### src/rtl/sfm_pkg.sv
package sfm_pkg;
    localparam int REG_AW = 2;
    localparam int REG_DW = 8;

    typedef enum logic [REG_AW-1:0] {
        ADR_STATUS = 2'd0,
        ADR_FAULT  = 2'd1,
        ADR_MASK   = 2'd2,
        ADR_SPARE  = 2'd3
    } reg_addr_e;

    // status register bit positions
    localparam int ST_PB    = 0;
    localparam int ST_SHORT = 1;
endpackage

### src/rtl/sfm_deglitch.sv
module sfm_deglitch #(
    parameter int LIM = 15
) (
    input  logic clk,
    input  logic rst_n,
    input  logic below,
    output logic pb
);
    localparam int CW = $clog2(LIM + 1);

    typedef struct packed {
        logic [CW-1:0] cnt;
        logic          pb;
    } dg_t;

    dg_t st_d, st_q;

    always_comb begin
        st_d = st_q;
        if (!below) begin
            st_d.cnt = '0;
            st_d.pb  = 1'b0;
        end else if (st_q.cnt == CW'(LIM)) begin
            st_d.pb = 1'b1;
        end else begin
            st_d.cnt = st_q.cnt + 1'b1;
        end
    end

    always_ff @(posedge clk or negedge rst_n) begin
        if (!rst_n) st_q <= '0;
        else        st_q <= st_d;
    end

    assign pb = st_q.pb;
endmodule

### src/rtl/sfm_short_det.sv
module sfm_short_det #(
    parameter int ADC_W     = 8,
    parameter int SHORT_LIM = 7
) (
    input  logic             sw_on,
    input  logic [ADC_W-1:0] code,
    output logic             hit
);
    always_comb hit = !sw_on && (code > ADC_W'(SHORT_LIM));
endmodule

### src/rtl/sfm_regs.sv
module sfm_regs
    import sfm_pkg::*;
#(
    parameter int NS = 4
) (
    input  logic              clk,
    input  logic              rst_n,
    input  logic [NS-1:0]     pb,
    input  logic [NS-1:0]     gate_on,
    input  logic              short_any,
    input  logic              wr,
    input  logic [REG_AW-1:0] addr,
    input  logic [REG_DW-1:0] wdata,
    input  logic              clr,
    output logic [REG_DW-1:0] rdata,
    output logic [NS:0]       fault,
    output logic [NS:0]       mask
);
    localparam int FW = NS + 1;

    typedef struct packed {
        logic [FW-1:0] fault;
        logic [FW-1:0] mask;
        logic          short_live;
    } rg_t;

    rg_t st_d, st_q;
    logic [FW-1:0] set_v;
    logic [REG_DW-1:0] status_v;

    always_comb begin
        set_v = {short_any, pb & gate_on};
        st_d  = st_q;
        if (wr && addr == ADR_FAULT) st_d.fault = st_q.fault & wdata[FW-1:0];
        if (wr && addr == ADR_MASK)  st_d.mask  = wdata[FW-1:0];
        if (clr)                     st_d.fault = '0;
        st_d.fault      = st_d.fault | set_v;
        st_d.short_live = short_any;
    end

    always_ff @(posedge clk or negedge rst_n) begin
        if (!rst_n) st_q <= '0;
        else        st_q <= st_d;
    end

    always_comb begin
        status_v           = '0;
        status_v[ST_PB]    = |pb;
        status_v[ST_SHORT] = st_q.short_live;
        case (addr)
            ADR_STATUS: rdata = status_v;
            ADR_FAULT:  rdata = REG_DW'(st_q.fault);
            ADR_MASK:   rdata = REG_DW'(st_q.mask);
            default:    rdata = '0;
        endcase
    end

    assign fault = st_q.fault;
    assign mask  = st_q.mask;
endmodule

### src/rtl/sfm_top.sv
module sfm_top
    import sfm_pkg::*;
#(
    parameter int NS        = 4,
    parameter int FILT_STD  = 15,
    parameter int FILT_LAST = 17,
    parameter int ADC_W     = 8,
    parameter int SHORT_LIM = 7
) (
    input  logic                clk,
    input  logic                rst_n,
    input  logic [NS-1:0]       below_thr,
    input  logic [NS-1:0]       gate_on,
    input  logic [NS-1:0]       sw_on,
    input  logic [NS*ADC_W-1:0] isense,
    input  logic                up_rst_n,
    input  logic                reg_wr,
    input  logic [1:0]          reg_addr,
    input  logic [7:0]          reg_wdata,
    input  logic                flt_clr,
    output logic [7:0]          reg_rdata,
    output logic                health_n,
    output logic                local_rst_n,
    output logic                alert_n
);
    logic [NS-1:0] pb_vec;
    logic [NS-1:0] short_hit;
    logic [NS:0]   fault_vec;
    logic [NS:0]   mask_vec;
    logic          short_any;
    logic          pb_any;

    for (genvar i = 0; i < NS; i++) begin : g_rail
        localparam int LIM_I = (i == NS - 1) ? FILT_LAST : FILT_STD;
        sfm_deglitch #(.LIM(LIM_I)) u_dg (
            .clk   (clk),
            .rst_n (rst_n),
            .below (below_thr[i]),
            .pb    (pb_vec[i])
        );
        sfm_short_det #(.ADC_W(ADC_W), .SHORT_LIM(SHORT_LIM)) u_sd (
            .sw_on (sw_on[i]),
            .code  (isense[i*ADC_W +: ADC_W]),
            .hit   (short_hit[i])
        );
    end

    assign short_any = |short_hit;
    assign pb_any    = |pb_vec;

    sfm_regs #(.NS(NS)) u_regs (
        .clk       (clk),
        .rst_n     (rst_n),
        .pb        (pb_vec),
        .gate_on   (gate_on),
        .short_any (short_any),
        .wr        (reg_wr),
        .addr      (reg_addr),
        .wdata     (reg_wdata),
        .clr       (flt_clr),
        .rdata     (reg_rdata),
        .fault     (fault_vec),
        .mask      (mask_vec)
    );

    assign health_n    = pb_any;
    assign local_rst_n = pb_any ? 1'b0 : up_rst_n;
    assign alert_n     = ~|(fault_vec & mask_vec);
endmodule

### config.mk
export PLATFORM = sky130hd
export DESIGN_NAME = sfm_top
export DESIGN_NICKNAME = d
export VERILOG_FILES = /design/src/rtl/sfm_pkg.sv /design/src/rtl/sfm_deglitch.sv /design/src/rtl/sfm_short_det.sv /design/src/rtl/sfm_regs.sv /design/src/rtl/sfm_top.sv
export SDC_FILE = /design/constraint.sdc
export NUM_CORES = 1
export LEC_CHECK = 0
export BUFFER_PORTS_ARGS = -buffer_cell sky130_fd_sc_hd__buf_2
export CAP_MARGIN = 15
export CORE_UTILIZATION = 42
export CTS_BUF_LIST = sky130_fd_sc_hd__clkbuf_4 sky130_fd_sc_hd__clkbuf_8
export DETAILED_ROUTE_END_ITERATION = 12
export GPL_TIMING_DRIVEN = 0
export PLACE_DENSITY = 0.74
export SYNTH_ARGS = -nofsm -noshare
export SYNTH_HDL_FRONTEND = slang
export SYNTH_HIERARCHICAL = 1
export SYNTH_SLANG_ARGS = --single-unit
### constraint.sdc
create_clock -name clk -period 4.1 [get_ports clk]
set_clock_uncertainty 0.1 [all_clocks]
set_input_delay 0.615 -clock clk [delete_from_list [all_inputs] [get_ports clk]]
set_output_delay 0.615 -clock clk [all_outputs]
set_load 0.02 [all_outputs]
==> metrics.md, run 1 <==
| Metric | Value |
|---|---|
| CTS clk-pin slew, worst paths | 0.07 ns |
| Worst hold margin | 0.269 ns |
| Clk buf depth | 2 |
| Fin nets | 294 |
| Ys flop type | dfrtp_1 |
| CTS Buf Count | 5 |
| Critical Path Start Type | register |
| Period utilization | 0.569 |
| Most common cell in the netlist | dfrtp_1 |
| Worst path arrival time | 1.62 ns |
| Library cells used by synthesis | 36 |
| Status | finished, final reports clean |
| Num rows | 23 |
| Crit. End Element | output pin |
| Routed Antenna Nets | 0 |
| Cell leakage power | 0.00111 uW |
| DR pass1 iterations | 4 |
| Pins Over Slew Limit | 0 |
| Slew @ Worst Pin | 0.704 ns |
| First-pass GRT wire length | 6080 um |
| I/O Buffers | 51 |
| Crit-path max FO | 3 |
| NetSw | 193 uW |
| Share of Yosys cell area claimed by the top area cell type | 0.453 |
| Most frequent cells after synthesis | 32 x dfrtp_1, 15 x nand2_1, 14 x buf_4 |
| Syn-to-layout area delta | 24.7% |
| Ys async rst share | 1.00 |
| I/O pin count | 70 |
| Rel. slew slack | 0.531 |
| Post_cts resized | 0 |
| Ranking of synthesized cells by area | dfrtp_1 45%, buf_4 5.9%, mux2i_1 5.7%, ha_1 3.5%, a22o_1 3.5% |
| Worst Hold Class | in2async |
| Worst-Skew Late Latency | 0.29 ns |
| Start of the worst register-to-register path | g_rail[3].u_dg/st_q[1] |
| WL/cell | 12.6 um |
| Avg Cell Area, Syn | 10.4 um2 |
| Starting density of the core | 0.439 |
| WL final | 3550 um |
| H-tree depth | 2 |
| CTS tree | done |
| Synthesized area | 1770 um2 |
| Gpl congestion | 0.740 |
| Post-CTS setup repair buffer count | 0 |
| Worst R2R Path Depth | 4 |
| Vias per inst | 5.01 |
| Seq pwr share | 0.456 |
| Setup TNS | 0 ns |
| Post-synth EDFFs | 0 |
| Seq cells post-synth | 32 |
| Root Buffer | clkbuf_8 |
| Switching share of power | 0.249 |
| Hold Fails Final Rpt | 0 |
| Internal | 583 uW |
| Iteration-0 DRC Markers | 45 |
| Unrepaired setup endpoints after global routing | no |
| Share of cells above drive strength 1 | 0.398 |
| Required @ worst endpoint | 3.38 ns |
| Clock Power Share | 0.393 |
| Seq/Total Area, Yosys | 0.453 |
| Initial antenna violation count | 0 |
| DP Wirelength | 2700 um |
| Clock sink count | 32 |
| Max frequency | 0.429 GHz |
| Antenna Cells | 0 |
| Vias in the first global route | 1393 |
| Die area | 4470 um2 |
| DRC | 0 |
| Comb power frac | 0.151 |
| DR vias | 1407 |
| Congestion Overflow GR | 0 |
| Pwr Density | 352 nW/um2 |
| Max_cap viols | 0 |
| Min cycle time layout | 2.33 ns |
| Final Setup Violations | 0 |
| Post-Synthesis Cells | 170 |
| RR Endpoint | g_rail[3].u_dg/st_q[4] |
| Max IR drop VDD | 0.000191 V |
| Gr usage total | 0.185 |
| Post-synth top area cell | dfrtp_1 |
| Yosys Warn Count | 6 |
| Core footprint | 4030 um2 |
| Die height | 66.9 um |
| Largest net degree at the start of global routing | 33 |
| Flop2flop setup slack | 2.74 ns |
| CTS Hold Buffers Added | 0 |
| Core Util, Final | 0.547 |
| Critical Setup Path Class | reg2out |
| Chip width | 66.9 um |
## per-layer routing
metal,vias up,part of all wire,track usage
li1,717,-,-
met4,0,0.0034,0.0691
met2,26,0.50,0.312
met3,2,0.046,0.0651
met1,662,0.45,0.213
met5,-,0,0
## sequential cells by signal, indices dropped and copies added (netlist names)
| register | cells |
|---|---|
| g_rail.u_dg/st_q | 17 |
| g_rail.u_dg/pb | 4 |
| u_regs/mask | 5 |
| u_regs/st_q | 1 |
| u_regs/fault | 5 |
## final cells by class
| cell class | instances | area (um2) |
|---|---|---|
| Buffer | 14 | 105 |
| Clock buffer | 6 | 76.3 |
| Clock inverter | 2 | 35.0 |
| Fill cell | 389 | 1820 |
| Inverter | 10 | 37.5 |
| Multi-Input combinational cell | 116 | 832 |
| Sequential cell | 32 | 801 |
| Tap cell | 50 | 62.6 |
| Timing Repair Buffer | 51 | 255 |
## critical path, cell delays in order, from the launching register on
cell,delay [ns]
dfrtp_1,0.41
buf_4,0.14
a222oi_1,0.39
and3_1,0.23
buf_2,0.17
## cell families after synthesis
kind of cell             share of synthesized area
AO/OA/AOI/OAI                                0.154
XOR/XNOR                                   0.00495
adder cells (fa/ha/maj)                     0.0354
buffers and inverters                       0.0807
flip-flops                                   0.453
multiplexers                                0.0885
other                                      0.00212
AND/OR/NAND/NOR                              0.182
## cell usage in the layout, fill, tap and decap left out, types with 2 or more instances in the layout
cell type	instances
o21a_1	4
inv_1	10
conb_1	3
nand3_1	4
nor3_1	4
buf_4	14
and3_4	3
and2b_2	2
dfrtp_1	32
nand2_1	15
buf_2	51
a21oi_1	11
o21ai_0	5
o211a_1	3
a31o_2	3
mux2_2	5
mux2i_1	10
ha_1	5
a31oi_1	3
nor2_1	5
a22o_1	7
nand2b_1	9
clkbuf_8	5
## power by group through the flow
stage | logic [uW] | clock network (uW) | registers (uW)
final | 117 | 305 | 354
after floorplan | 71.5 | 0 | 355
after detailed placement | 119 | 0 | 360
after global routing | 132 | 331 | 357
after CTS | 119 | 316 | 354
after global placement | 115 | 0 | 359
## worst max path at each step
| stage | from | end | slack (ns) | depth (start not counted) |
|---|---|---|---|---|
| floorplan | g_rail[1].u_dg/pb | local_rst_n | 2.19 | 2 |
| global placement | reg_addr[1] | reg_rdata[0] | 1.93 | 5 |
| detailed placement | reg_addr[1] | reg_rdata[0] | 1.94 | 5 |
| CTS | u_regs/fault[0] | alert_n | 1.75 | 4 |
| global route | u_regs/fault[0] | alert_n | 1.70 | 4 |
| finish | u_regs/fault[0] | alert_n | 1.77 | 4 |
## metrics by stage
stage	instances	total power [uW]	setup slack (ns)	cell area, um2
finish	281	777	1.77	2200
floorplan	172	426	2.19	1780
global placement	273	474	1.93	2090
detailed placement	273	479	1.94	2090
global route	281	820	1.70	2200
CTS	281	789	1.75	2200
No activity file was read; power rests on OpenSTA's default activity.
==> run 2: changes to the inputs <==
PLACE_DENSITY = 0.76   (was 0.74)
clock period = 1.94 ns   (was 4.1 ns; I/O delays follow)
==> metrics.md, run 2 (synthesized netlist as in run 1, its figures left out) <==
| Metric | Value |
|---|---|
| Pins Over Slew Limit | 0 (unchanged) |
| Syn-to-layout area delta | 27.0% |
| Worst path arrival time | 1.50 ns (-0.12 ns) |
| Root Buffer | clkbuf_8 |
| Clk buf depth | 2 (unchanged) |
| DRC | 0 (unchanged) |
| Vias per inst | 5.06 (+0.98%) |
| Worst R2R Path Depth | 4 (unchanged) |
| Period utilization | 0.976 |
| Origin of the worst min-delay path | gate_on[2] |
| CTS Buf Count | 5 (unchanged) |
| Vias in the first global route | 1431 (+2.7%) |
| Num rows | 23 (unchanged) |
| Rel. slew slack | 0.533 (+0.00212) |
| Post-place setup slack | 0.239 ns (-1.70 ns) |
| CTS clk-pin slew, worst paths | 0.07 ns (about the same) |
| Start of the worst register-to-register path | g_rail[3].u_dg/st_q[1] |
| H-tree depth | 2 (unchanged) |
| Max IR drop VDD | 0.000471 V (+150%) |
| Fin nets | 298 (+1.4%) |
| WL/cell | 13.0 um (+2.6%) |
| Gpl congestion | 0.752 (+1.6%) |
| Worst hold margin | 0.131 ns (-0.139 ns) |
| WL final | 3700 um (+4.0%) |
| Largest register FFs | 17 (unchanged) |
| First-pass GRT wire length | 6280 um (+3.3%) |
| DR vias | 1441 (+2.4%) |
| Iteration-0 DRC Markers | 73 (+62%) |
| Cell leakage power | 0.00113 uW (+1.6%) |
| Die area | 4470 um2 (unchanged) |
| Initial antenna violation count | 0 (unchanged) |
| I/O Buffers | 51 (unchanged) |
| Setup TNS | 0 ns (unchanged) |
| Worst Hold Class | in2reg |
| Clock sink count | 32 (unchanged) |
| Max_cap viols | 0 (unchanged) |
| Flop2flop setup slack | 0.56 ns (-2.18 ns) |
| Pwr Density | 733 nW/um2 (+110%) |
| Largest Register | g_rail.u_dg/st_q |
| Commonest non-fill, non-tap cells in the layout | 49 x buf_2, 32 x dfrtp_1, 18 x buf_4, 15 x nand2_1, 11 x a21oi_1 |
| Placed Area | 2090 um2 (unchanged) |
| Gr busiest metal | met2 |
| M1 GR Usage | 0.234 (+0.0207) |
| Commonest non-fill, non-tap cell in the layout | buf_2 |
| Unrepaired setup endpoints after global routing | yes |
| Hold Fails Final Rpt | 0 (unchanged) |
| Crit. End Element | output pin |
| Hold endpoint | u_regs/fault[2] |
| CTS tree | done |
| Worst-Skew Late Latency | 0.29 ns (about the same) |
| DR pass1 iterations | 4 (unchanged) |
| Crit-path max FO | 3 (unchanged) |
| Hold Path Depth | 2 |
| Gr usage total | 0.191 (+0.00592) |
| Congestion Overflow GR | 0 (unchanged) |
| DP Wirelength | 2740 um (+1.4%) |
| Final Cell Area | 2250 um2 (+1.9%) |
| Routing usage on met2 | 0.314 (+0.00253) |
| Met3 Usage GRT | 0.0462 (-0.0188) |
| Final setup margin | 0.0458 ns (-1.72 ns) |
| Required @ worst endpoint | 1.55 ns (-1.83 ns) |
| Min cycle time layout | 1.89 ns |
| Antenna Cells | 0 (unchanged) |
| Core footprint | 4030 um2 (unchanged) |
| Slew @ Worst Pin | 0.701 ns (-0.00317 ns) |
| Status | finished, final reports clean |
| RR Endpoint | g_rail[3].u_dg/st_q[4] |
| Max frequency | 0.528 GHz |
| Starting density of the core | 0.439 (unchanged) |
| Share of cells above drive strength 1 | 0.404 (+0.00599) |
| Critical Setup Path Class | reg2out |
| Chip width | 66.9 um (unchanged) |
| Critical Path Start Type | register |
| Final Setup Violations | 0 (unchanged) |
| I/O pin count | 70 (unchanged) |
| Die height | 66.9 um (unchanged) |
| Routed Antenna Nets | 0 (unchanged) |
| Largest net degree at the start of global routing | 33 (unchanged) |
[run 2: metrics by stage]
stage               std cells  power [uW]  utilization
floorplan                 172         901            -
global placement          273        1000        0.520
detailed placement        273        1010        0.520
CTS                       283        1670        0.553
global route              285        1720        0.557
finish                    285        1650        0.557
[run 2: layout make-up]
class / instances / area [um2]
inverter: 10 / 37.5
fill: 369 / 1780
multi-input combinational: 116 / 832
clock inverter: 3 / 42.5
buffer: 10 / 75.1
tap: 50 / 62.6
sequential: 32 / 801
timing repair buffer: 59 / 327
clock buffer: 5 / 68.8
[run 2: how the worst max path moves through the flow]
stage | startpoint | endpoint | slack [ns] | depth (start not counted)
final | u_regs/fault[4] | alert_n | 0.05 | 4
after global routing | u_regs/fault[4] | alert_n | -0.005 | 4
after CTS | u_regs/mask[3] | alert_n | 0.02 | 4
after detailed placement | u_regs/fault[0] | alert_n | 0.24 | 4
after global placement | u_regs/fault[0] | alert_n | 0.26 | 4
after floorplan | g_rail[1].u_dg/pb | local_rst_n | 0.36 | 2
[run 2: timing repair]
| item | CTS | global route |
|---|---|---|
| pin swaps | 2 | 2 |
| hold buffers | 1 | 0 |
| gates resized for setup | 2 | 1 |
| hold endpoints to repair | 32 | 0 |
| setup buffers | 4 | 3 |
| setup endpoints to repair | 1 | 2 |
[run 2: layer usage]
layer | share of wire | up-vias
met5 | 0 | -
met4 | 0.016 | 0
met3 | 0.031 | 8
met1 | 0.46 | 683
li1 | - | 725
met2 | 0.49 | 25
[run 2: where the power goes]
| group | switching, uW | internal [uW] |
|---|---|---|
| Combinational | 123 | 137 |
| Sequential | 39.8 | 708 |
| Clock | 259 | 380 |
[run 2: worst max-delay path, cell delays in order, from the launching register on]
cell      delay [ns]
dfrtp_1         0.39
buf_4           0.14
a222oi_1        0.31
and3_1          0.25
buf_6           0.13
==> run 3: changes to the inputs <==
CTS_BUF_LIST = sky130_fd_sc_hd__clkbuf_8   (was sky130_fd_sc_hd__clkbuf_4 sky130_fd_sc_hd__clkbuf_8)
MAX_ROUTING_LAYER = met4   (was default)
==> metrics.md, run 3 (synthesized netlist as in run 1, its figures left out) <==
| Metric | Value |
|---|---|
| RR Endpoint | g_rail[3].u_dg/st_q[4] |
| Met2 wire length | 1800 um (-0.50%) |
| Area occupied by multi-input gates | 832 um2 (unchanged) |
| M1 WL | 1720 um (about the same) |
| Hold Path Depth | 2 (unchanged) |
| Hold Fails Final Rpt | 0 (unchanged) |
| Vias per inst | 5.08 (+0.42%) |
| Largest Register | g_rail.u_dg/st_q |
| Syn-to-layout area delta | 27.0% (unchanged) |
| Crit path capture | alert_n |
| Crit-path max FO | 3 (unchanged) |
| Die area | 4470 um2 (unchanged) |
| Critical path origin | u_regs/fault[4] |
| Critical Setup Path Class | reg2out |
| DR pass1 iterations | 4 (unchanged) |
| Fin nets | 298 (unchanged) |
| Status | finished, final reports clean |
| Clock sink count | 32 (unchanged) |
| Worst R2R Path Depth | 4 (unchanged) |
| Routed Antenna Nets | 0 (unchanged) |
| Top sig layer | met4 |
| Vias in the first global route | 1430 (-0.070%) |
| Num rows | 23 (unchanged) |
| First-pass GRT wire length | 6260 um (-0.33%) |
| Gr usage total | 0.195 (+0.00437) |
| Worst path arrival time | 1.51 ns (about the same) |
| CTS tree | done |
| WL final | 3700 um (+0.14%) |
| Fill count | 369 (unchanged) |
| Antenna Cells | 0 (unchanged) |
| H-tree depth | 2 (unchanged) |
| Register area | 801 um2 (unchanged) |
| CTS clk-pin slew, worst paths | 0.07 ns (about the same) |
| Die height | 66.9 um (unchanged) |
| CTS Buf Count | 5 (unchanged) |
| Worst-Skew Late Latency | 0.29 ns (about the same) |
| I/O Buffers | 51 (unchanged) |
| I/O pin count | 70 (unchanged) |
| DP Wirelength | 2740 um (unchanged) |
| Largest register FFs | 17 (unchanged) |
| Crit. End Element | output pin |
| Post-place setup slack | 0.239 ns (unchanged) |
| Slew @ Worst Pin | 0.700 ns (-0.000395 ns) |
| Max_cap viols | 0 (unchanged) |
| Worst Hold Class | in2reg |
| Max frequency | 0.527 GHz (-0.21%) |
| Largest net degree at the start of global routing | 33 (unchanged) |
| DRC | 0 (unchanged) |
| Iteration-0 DRC Markers | 82 (+12%) |
| Critical Path Start Type | register |
| Commonest non-fill, non-tap cells in the layout | 49 x buf_2, 32 x dfrtp_1, 18 x buf_4, 15 x nand2_1, 11 x a21oi_1 |
| Pins Over Slew Limit | 0 (unchanged) |
| DR vias | 1447 (+0.42%) |
| Clk buf depth | 2 (unchanged) |
| Unrepaired setup endpoints after global routing | yes |
| Max IR drop VDD | 0.000471 V (about the same) |
| Core footprint | 4030 um2 (unchanged) |
| Congestion Overflow GR | 0 (unchanged) |
| Chip width | 66.9 um (unchanged) |
| Flop2flop setup slack | 0.56 ns (about the same) |
| Core Util, Final | 0.557 (unchanged) |
| Final setup margin | 0.0419 ns (-0.00394 ns) |
| Commonest non-fill, non-tap cell in the layout | buf_2 |
| Period utilization | 0.978 (+0.00203) |
| Min cycle time layout | 1.90 ns (+0.00394 ns) |
| Final Setup Violations | 0 (unchanged) |
| Setup TNS | 0 ns (unchanged) |
| Start of the worst register-to-register path | g_rail[3].u_dg/st_q[1] |
| WL/cell | 13.0 um (+0.14%) |
| Required @ worst endpoint | 1.55 ns (about the same) |
| Gpl congestion | 0.762 (+1.3%) |
| Cell leakage power | 0.00113 uW (unchanged) |
| Pwr Density | 733 nW/um2 (about the same) |
| Routed wl met3 | 114 um (+0.88%) |
| Rel. slew slack | 0.533 (about the same) |
| Starting density of the core | 0.439 (unchanged) |
| Share of cells above drive strength 1 | 0.404 (unchanged) |
| Root Buffer | clkbuf_8 |
| Initial antenna violation count | 0 (unchanged) |
[run 3: cell counts in the layout (fill, tap and decap cells not counted)]
Identical to the previous run, type by type.
[run 3: what timing repair did]
action / in CTS / in global routing
hold endpoints to repair: 32 / 0
gates cloned: 0 / 0
hold buffers: 1 / 0
buffers inserted: 4 / 3
pin swaps: 2 / 2
endpoints found under the setup margin: 1 / 2
resized for setup: 2 / 1
[run 3: cell type report]
class                      instances  share of cell area
inverter                          10              0.0167
clock buffer                       5              0.0306
buffer                            10              0.0334
multi-input combinational        116               0.370
tap                               50              0.0279
clock inverter                     3              0.0189
sequential                        32               0.357
timing repair buffer              59               0.145
[run 3: critical path, stage by stage (launching register included)]
cell	delay, ns
dfrtp_1	0.40
buf_4	0.14
a222oi_1	0.31
and3_1	0.25
buf_6	0.13
[run 3: report_power, final]
| group | internal (uW) | switching [uW] | total (uW) |
|---|---|---|---|
| clock network | 380 | 259 | 639 |
| registers | 708 | 39.9 | 748 |
| logic | 137 | 123 | 260 |
| total | 1220 | 422 | 1650 |
[run 3: through the flow]
stage	hold slack [ns]	area, um2	power [uW]	instances
final	0.131	2250	1650	285
after global routing	0.119	2250	1720	285
after CTS	0.123	2230	1670	283
after detailed placement	0.285	2090	1010	273
after global placement	0.289	2090	1000	273
after floorplan	-0.105	1780	901	172
[run 3: how the worst min path moves through the flow]
| stage | startpoint | endpoint | slack [ns] |
|---|---|---|---|
| final | gate_on[2] | u_regs/fault[2] | 0.13 |
| after detailed placement | rst_n | g_rail[0].u_dg/st_q[3] | 0.29 |
| after CTS | gate_on[2] | u_regs/fault[2] | 0.12 |
| after floorplan | rst_n | g_rail[0].u_dg/pb | -0.10 |
| after global placement | rst_n | g_rail[0].u_dg/st_q[3] | 0.29 |
| after global routing | gate_on[2] | u_regs/fault[2] | 0.12 |
[run 3: per-layer routing]
layer | vias to the layer above | global-route usage
met5 | - | -
met4 | 0 | 0.0904
met3 | 10 | 0.0462
met2 | 27 | 0.312
met1 | 685 | 0.232
li1 | 725 | -
